--- src/rtl/eeprom_wrguard_pkg.sv ---
package eeprom_wrguard_pkg;

  typedef enum logic [1:0] {
    PROT_NONE    = 2'b00,
    PROT_QUARTER = 2'b01,
    PROT_HALF    = 2'b10,
    PROT_ALL     = 2'b11
  } prot_lvl_e;

  localparam int STAT_W      = 8;
  localparam int BIT_BUSY    = 0;
  localparam int BIT_WEL     = 1;
  localparam int BIT_LVL_LO  = 2;
  localparam int BIT_LVL_HI  = 3;
  localparam int BIT_LOCK    = 7;

  // Decide whether the two most significant address bits fall in a protected region
  function automatic logic region_locked(input prot_lvl_e lvl, input logic [1:0] top2);
    logic hit;
    case (lvl)
      PROT_NONE:    hit = 1'b0;
      PROT_QUARTER: hit = (top2 == 2'b11);
      PROT_HALF:    hit = top2[1];
      default:      hit = 1'b1;
    endcase
    return hit;
  endfunction

  // Assemble the readback byte
  function automatic logic [STAT_W-1:0] pack_status(input logic busy, input logic wel,
                                                    input prot_lvl_e lvl, input logic lock);
    logic [STAT_W-1:0] s;
    s = '0;
    s[BIT_BUSY] = busy;
    s[BIT_WEL]  = wel;
    s[BIT_LVL_HI:BIT_LVL_LO] = lvl;
    s[BIT_LOCK] = lock;
    return s;
  endfunction

endpackage

--- src/rtl/wrguard_latch.sv ---
module wrguard_latch (
  input  logic clk,
  input  logic rst_n,
  input  logic set_req,
  input  logic clr_req,
  input  logic busy,
  input  logic consume,
  output logic wel
);

  logic do_clr;
  logic do_set;

  assign do_clr = consume | (clr_req & ~busy);
  assign do_set = set_req & ~clr_req & ~busy & ~consume;

  always_ff @(posedge clk or negedge rst_n) begin
    if (!rst_n)      wel <= 1'b0;
    else if (do_clr) wel <= 1'b0;
    else if (do_set) wel <= 1'b1;
  end

  AST_WEL_SET: assert property (@(posedge clk) disable iff (!rst_n)
    (set_req && !clr_req && !busy && !consume) |=> wel);
  AST_WEL_DISABLE: assert property (@(posedge clk) disable iff (!rst_n)
    (clr_req && !busy) |=> !wel);
  AST_WEL_BUSY_HOLD: assert property (@(posedge clk) disable iff (!rst_n)
    (busy && !consume) |=> $stable(wel));
  AST_WEL_CONSUMED: assert property (@(posedge clk) disable iff (!rst_n)
    consume |=> !wel);

endmodule

--- src/rtl/wrguard_cfg.sv ---
module wrguard_cfg
  import eeprom_wrguard_pkg::*;
#(
  parameter prot_lvl_e RST_LVL  = PROT_NONE,
  parameter logic      RST_LOCK = 1'b0
) (
  input  logic              clk,
  input  logic              rst_n,
  input  logic              load,
  input  logic [STAT_W-1:0] din,
  output prot_lvl_e         lvl,
  output logic              lock_en
);

  always_ff @(posedge clk or negedge rst_n) begin
    if (!rst_n) begin
      lvl     <= RST_LVL;
      lock_en <= RST_LOCK;
    end else if (load) begin
      lvl     <= prot_lvl_e'(din[BIT_LVL_HI:BIT_LVL_LO]);
      lock_en <= din[BIT_LOCK];
    end
  end

  AST_CFG_LOAD: assert property (@(posedge clk) disable iff (!rst_n)
    load |=> (lvl == prot_lvl_e'($past(din[BIT_LVL_HI:BIT_LVL_LO]))
              && lock_en == $past(din[BIT_LOCK])));
  AST_CFG_HOLD: assert property (@(posedge clk) disable iff (!rst_n)
    !load |=> ($stable(lvl) && $stable(lock_en)));

endmodule

--- src/rtl/wrguard_region.sv ---
module wrguard_region
  import eeprom_wrguard_pkg::*;
#(
  parameter int ADDR_W = 14
) (
  input  logic [ADDR_W-1:0] addr,
  input  prot_lvl_e         lvl,
  output logic              locked
);

  localparam int MSB = ADDR_W - 1;

  always_comb locked = region_locked(lvl, addr[MSB -: 2]);

endmodule

--- src/rtl/eeprom_wrguard.sv ---
module eeprom_wrguard
  import eeprom_wrguard_pkg::*;
#(
  parameter int        ADDR_W   = 14,
  parameter prot_lvl_e RST_LVL  = PROT_NONE,
  parameter logic      RST_LOCK = 1'b0
) (
  input  logic              clk,
  input  logic              rst_n,
  input  logic              wren_req,
  input  logic              wrdi_req,
  input  logic              stat_wr_req,
  input  logic [7:0]        stat_wr_data,
  input  logic              arr_wr_req,
  input  logic [ADDR_W-1:0] arr_addr,
  input  logic              wp_n,
  input  logic              busy,
  output logic [7:0]        status_byte,
  output logic              arr_wr_ok,
  output logic              stat_wr_ok
);

  logic      wel;
  logic      lock_en;
  prot_lvl_e lvl;
  logic      addr_locked;
  logic      pin_lock;
  logic      consume;

  wrguard_cfg #(.RST_LVL(RST_LVL), .RST_LOCK(RST_LOCK)) u_cfg (
    .clk(clk), .rst_n(rst_n), .load(stat_wr_ok), .din(stat_wr_data),
    .lvl(lvl), .lock_en(lock_en)
  );

  wrguard_region #(.ADDR_W(ADDR_W)) u_region (
    .addr(arr_addr), .lvl(lvl), .locked(addr_locked)
  );

  wrguard_latch u_latch (
    .clk(clk), .rst_n(rst_n), .set_req(wren_req), .clr_req(wrdi_req),
    .busy(busy), .consume(consume), .wel(wel)
  );

  assign pin_lock    = lock_en & ~wp_n;
  assign stat_wr_ok  = stat_wr_req & wel & ~busy & ~pin_lock;
  assign arr_wr_ok   = arr_wr_req & wel & ~busy & ~addr_locked;
  assign consume     = stat_wr_ok | arr_wr_ok;
  assign status_byte = pack_status(busy, wel, lvl, lock_en);

  AST_ARR_NEEDS_WEL: assert property (@(posedge clk) disable iff (!rst_n)
    arr_wr_ok |-> (wel && arr_wr_req));
  AST_STAT_NEEDS_WEL: assert property (@(posedge clk) disable iff (!rst_n)
    stat_wr_ok |-> (wel && stat_wr_req));
  AST_PIN_BLOCKS: assert property (@(posedge clk) disable iff (!rst_n)
    (lock_en && !wp_n) |-> !stat_wr_ok);
  AST_PIN_IGNORED: assert property (@(posedge clk) disable iff (!rst_n)
    (!lock_en && stat_wr_req && wel && !busy) |-> stat_wr_ok);
  AST_FULL_LOCK: assert property (@(posedge clk) disable iff (!rst_n)
    (lvl == PROT_ALL) |-> !arr_wr_ok);
  AST_BUSY_BLOCKS: assert property (@(posedge clk) disable iff (!rst_n)
    busy |-> (!arr_wr_ok && !stat_wr_ok));
  AST_WRITE_CLEARS_WEL: assert property (@(posedge clk) disable iff (!rst_n)
    (arr_wr_ok || stat_wr_ok) |=> !status_byte[1]);
  AST_RESERVED_ZERO: assert property (@(posedge clk) disable iff (!rst_n)
    $countones(status_byte[6:4]) == 0);

endmodule

--- config.mk ---
export PLATFORM = sky130hd
export DESIGN_NAME = eeprom_wrguard
export DESIGN_NICKNAME = d
export VERILOG_FILES = /design/src/rtl/eeprom_wrguard_pkg.sv /design/src/rtl/wrguard_latch.sv /design/src/rtl/wrguard_cfg.sv /design/src/rtl/wrguard_region.sv /design/src/rtl/eeprom_wrguard.sv
export SDC_FILE = /design/constraint.sdc
export NUM_CORES = 1
export LEC_CHECK = 0
export ABC_CLOCK_PERIOD_IN_PS = 1050
export BUFFER_PORTS_ARGS = -buffer_cell sky130_fd_sc_hd__buf_2
export CAP_MARGIN = 25
export CELL_PAD_IN_SITES_DETAIL_PLACEMENT = 1
export CELL_PAD_IN_SITES_GLOBAL_PLACEMENT = 1
export CORE_MARGIN = 2
export CORE_UTILIZATION = 14
export CTS_BUF_LIST = sky130_fd_sc_hd__clkbuf_16
export CTS_CLUSTER_SIZE = 30
export DETAILED_ROUTE_END_ITERATION = 7
export HOLD_SLACK_MARGIN = 0.1
export PLACE_DENSITY = 0.77
export SYNTH_ARGS = -nofsm -noshare
export SYNTH_HDL_FRONTEND = slang
export SYNTH_HIERARCHICAL = 1
export SYNTH_SLANG_ARGS = --single-unit
--- constraint.sdc ---
create_clock -name clk -period 1.05 [get_ports clk]
set_input_delay 0.21 -clock clk [delete_from_list [all_inputs] [get_ports clk]]
set_output_delay 0.21 -clock clk [all_outputs]
set_load 0.02 [all_outputs]
==> out/qor.yml <==
core_area_um2: 1727
drt-initial-drc-count: 0
start_util_pct: 15.00
layout-area-overhead-vs-synth_pct: 144.4
avgSynthCellArea_um2: 9.250
synth_cell_type_count: 12
drt_drc_violations_left: 0
finalInstanceArea_um2: 633.1
crit_fanout: 3
grt.busiest_layer: "met2"
final_net_count: 91
h-tree-depth: 1
final_common_cell: "buf_2"
fin_total_pwr_mw: 1.552
wirelength_um: 877
cp-end-kind: "output pin"
power.density_nw_per_um2: 2451
grt_pass1_vias: 330
vias_per_cell: 3.624
antenna_found_initial: 0
use_met1_pct: 9.491
skew_ns: 0.003493
grt.overflow.total: 0
placed_cell_area_um2: 424.2
cts_sinks: 4
reg2reg_from: "u_cfg/lvl[0]"
violations: "setup timing"
rsz0062_at_grt: "yes"
wl_per_cell_um: 10.32
clkSlewWorstSetupHoldPaths_ns: 0.03
place_inst: 73
yosysWarnings: 6
clk_latency_ns: 0.23
crit_required_ns: 0.84
finalMaxSlewViolations: 0
met2_usage_pct: 17.53
layout-drive-gt1-share_pct: 73.33
grt_pass1_wl_um: 1421
fp.dieH_um: 47.01
power.leakage_nw: 0.3179
cts-root-buf: "clkbuf_16"
place_ws_ns: -0.1264
die-area_um2: 2210
vias: 308
fin_crit_sh_pct: 129.4
finalHoldViolCount: 0
setup_viol: 10
drv_cap: 0
use_met3_pct: 4.231
place.gp.congestion: 0.6458
final.setup.tns_ns: -1.509
netlist_area_um2: 259.0
crit_type: "flip-flop to output pin"
startpoint_type: "flip-flop"
startpoint: "u_cfg/lvl[0]"
status: "finished with violations"
rows: 15
ant_nets: 0
ioPinCount: 40
fin_util_pct: 36.67
diodes: 0
crit_arrival_ns: 1.15
tritoncts: "built"
portBuffers: 19
peakVddDrop_v: 0.0008730
cts_buffers: 3
dp_hpwl_um: 610.8
period_minus_slack_ns: 1.359
firstDrtPassIters: 1
hp-class: "primary input to flip-flop"
grt_max_degree: 5
grt_usage_pct: 10.49
die_width_um: 47.01
final_cell_mix: "buf_2, buf_6, buf_4"
netlist_instances: 28
cts.path.max_buffers: 2
max_freq_mhz: 736.0
yosysSeqAreaShare_pct: 38.65
holdCritStartpoint: "wrdi_req"
setup_ws_ns: -0.3086
hold_ws_ns: 0.1762
synth-seq-cells: 4
fin_cells: 85
==> path summary, 6_finish.rpt <==
path	depth (start not counted)	to	slack, ns
worst max-delay path	5	arr_wr_ok	-0.31
worst min-delay path	2	u_latch/wel	0.18
worst max register to register	7	u_latch/wel	-0.25
worst min register to register	2	u_cfg/lvl[1]	0.63
max in group asynchronous	2	u_cfg/lvl[0]	0.59
min in group asynchronous	2	u_cfg/lvl[1]	0.32
==> cells by family (layout without fill, tap and decap cells) <==
group	Yosys count	in the layout	share of synthesized area (%)
AND/OR/NAND/NOR	7	7	13.53
buffers and inverters	9	39	21.74
multiplexers	3	3	13.04
AO/OA/AOI/OAI	4	4	11.59
flip-flops	4	4	38.65
other	1	3	1.448
==> flip-flops by register name, indices dropped and copies added (netlist names) <==
signal,cells
u_cfg/lock_en,1
u_cfg/lvl,2
u_latch/wel,1
==> layer usage <==
metal / vias up / part of all wire [%] / routed length, µm
li1: 145 / - / -
met1: 142 / 33 / 293
met2: 17 / 56 / 487
met3: 4 / 7.3 / 64
met4: 0 / 3.6 / 32
met5: - / 0 / 0
==> Yosys cell counts <==
| cell | number | share of area [%] |
|---|---|---|
| a221oi_2 | 1 | 5.8 |
| mux2_2 | 3 | 13 |
| dfrtp_1 | 4 | 39 |
| inv_1 | 3 | 4.3 |
| nor2_1 | 2 | 2.9 |
| nand2b_1 | 3 | 7.2 |
| conb_1 | 1 | 1.4 |
| nand3_1 | 1 | 1.9 |
| buf_4 | 6 | 17 |
| a21oi_1 | 1 | 1.9 |
| nand2_1 | 1 | 1.4 |
| o21ai_1 | 2 | 3.9 |
==> worst max-delay path, cell delays in order, from the launching register on <==
cell	delay (ns)
dfrtp_2	0.41
o21ai_1	0.12
nand2_1	0.06
nand2b_4	0.15
nor2_4	0.08
buf_6	0.11
==> power breakdown <==
| part | switching (mW) | leakage (nW) | internal, mW |
|---|---|---|---|
| clock | 0.115 | 0.0423 | 0.492 |
| sequential | 0.0454 | 0.0471 | 0.211 |
| combinational | 0.260 | 0.228 | 0.429 |
| total | 0.420 | 0.318 | 1.13 |
==> layout make-up <==
cell class | count | area, µm²
Tap cell | 25 | 31.28
Fill cell | 210 | 1094
Inverter | 3 | 11.26
Timing Repair Buffer | 32 | 255.2
Clock buffer | 3 | 75.07
Sequential cell | 4 | 101.3
Multi-Input combinational cell | 17 | 155.1
Clock inverter | 1 | 3.754
==> timing repair <==
action,4_1_cts,5_1_grt
hold endpoints to repair,4,0
gates resized for setup,17,5
hold buffers,1,0
pin swaps,5,2
setup endpoints to repair,10,10
setup buffers,4,5
Power figures use the tool's default switching activity.
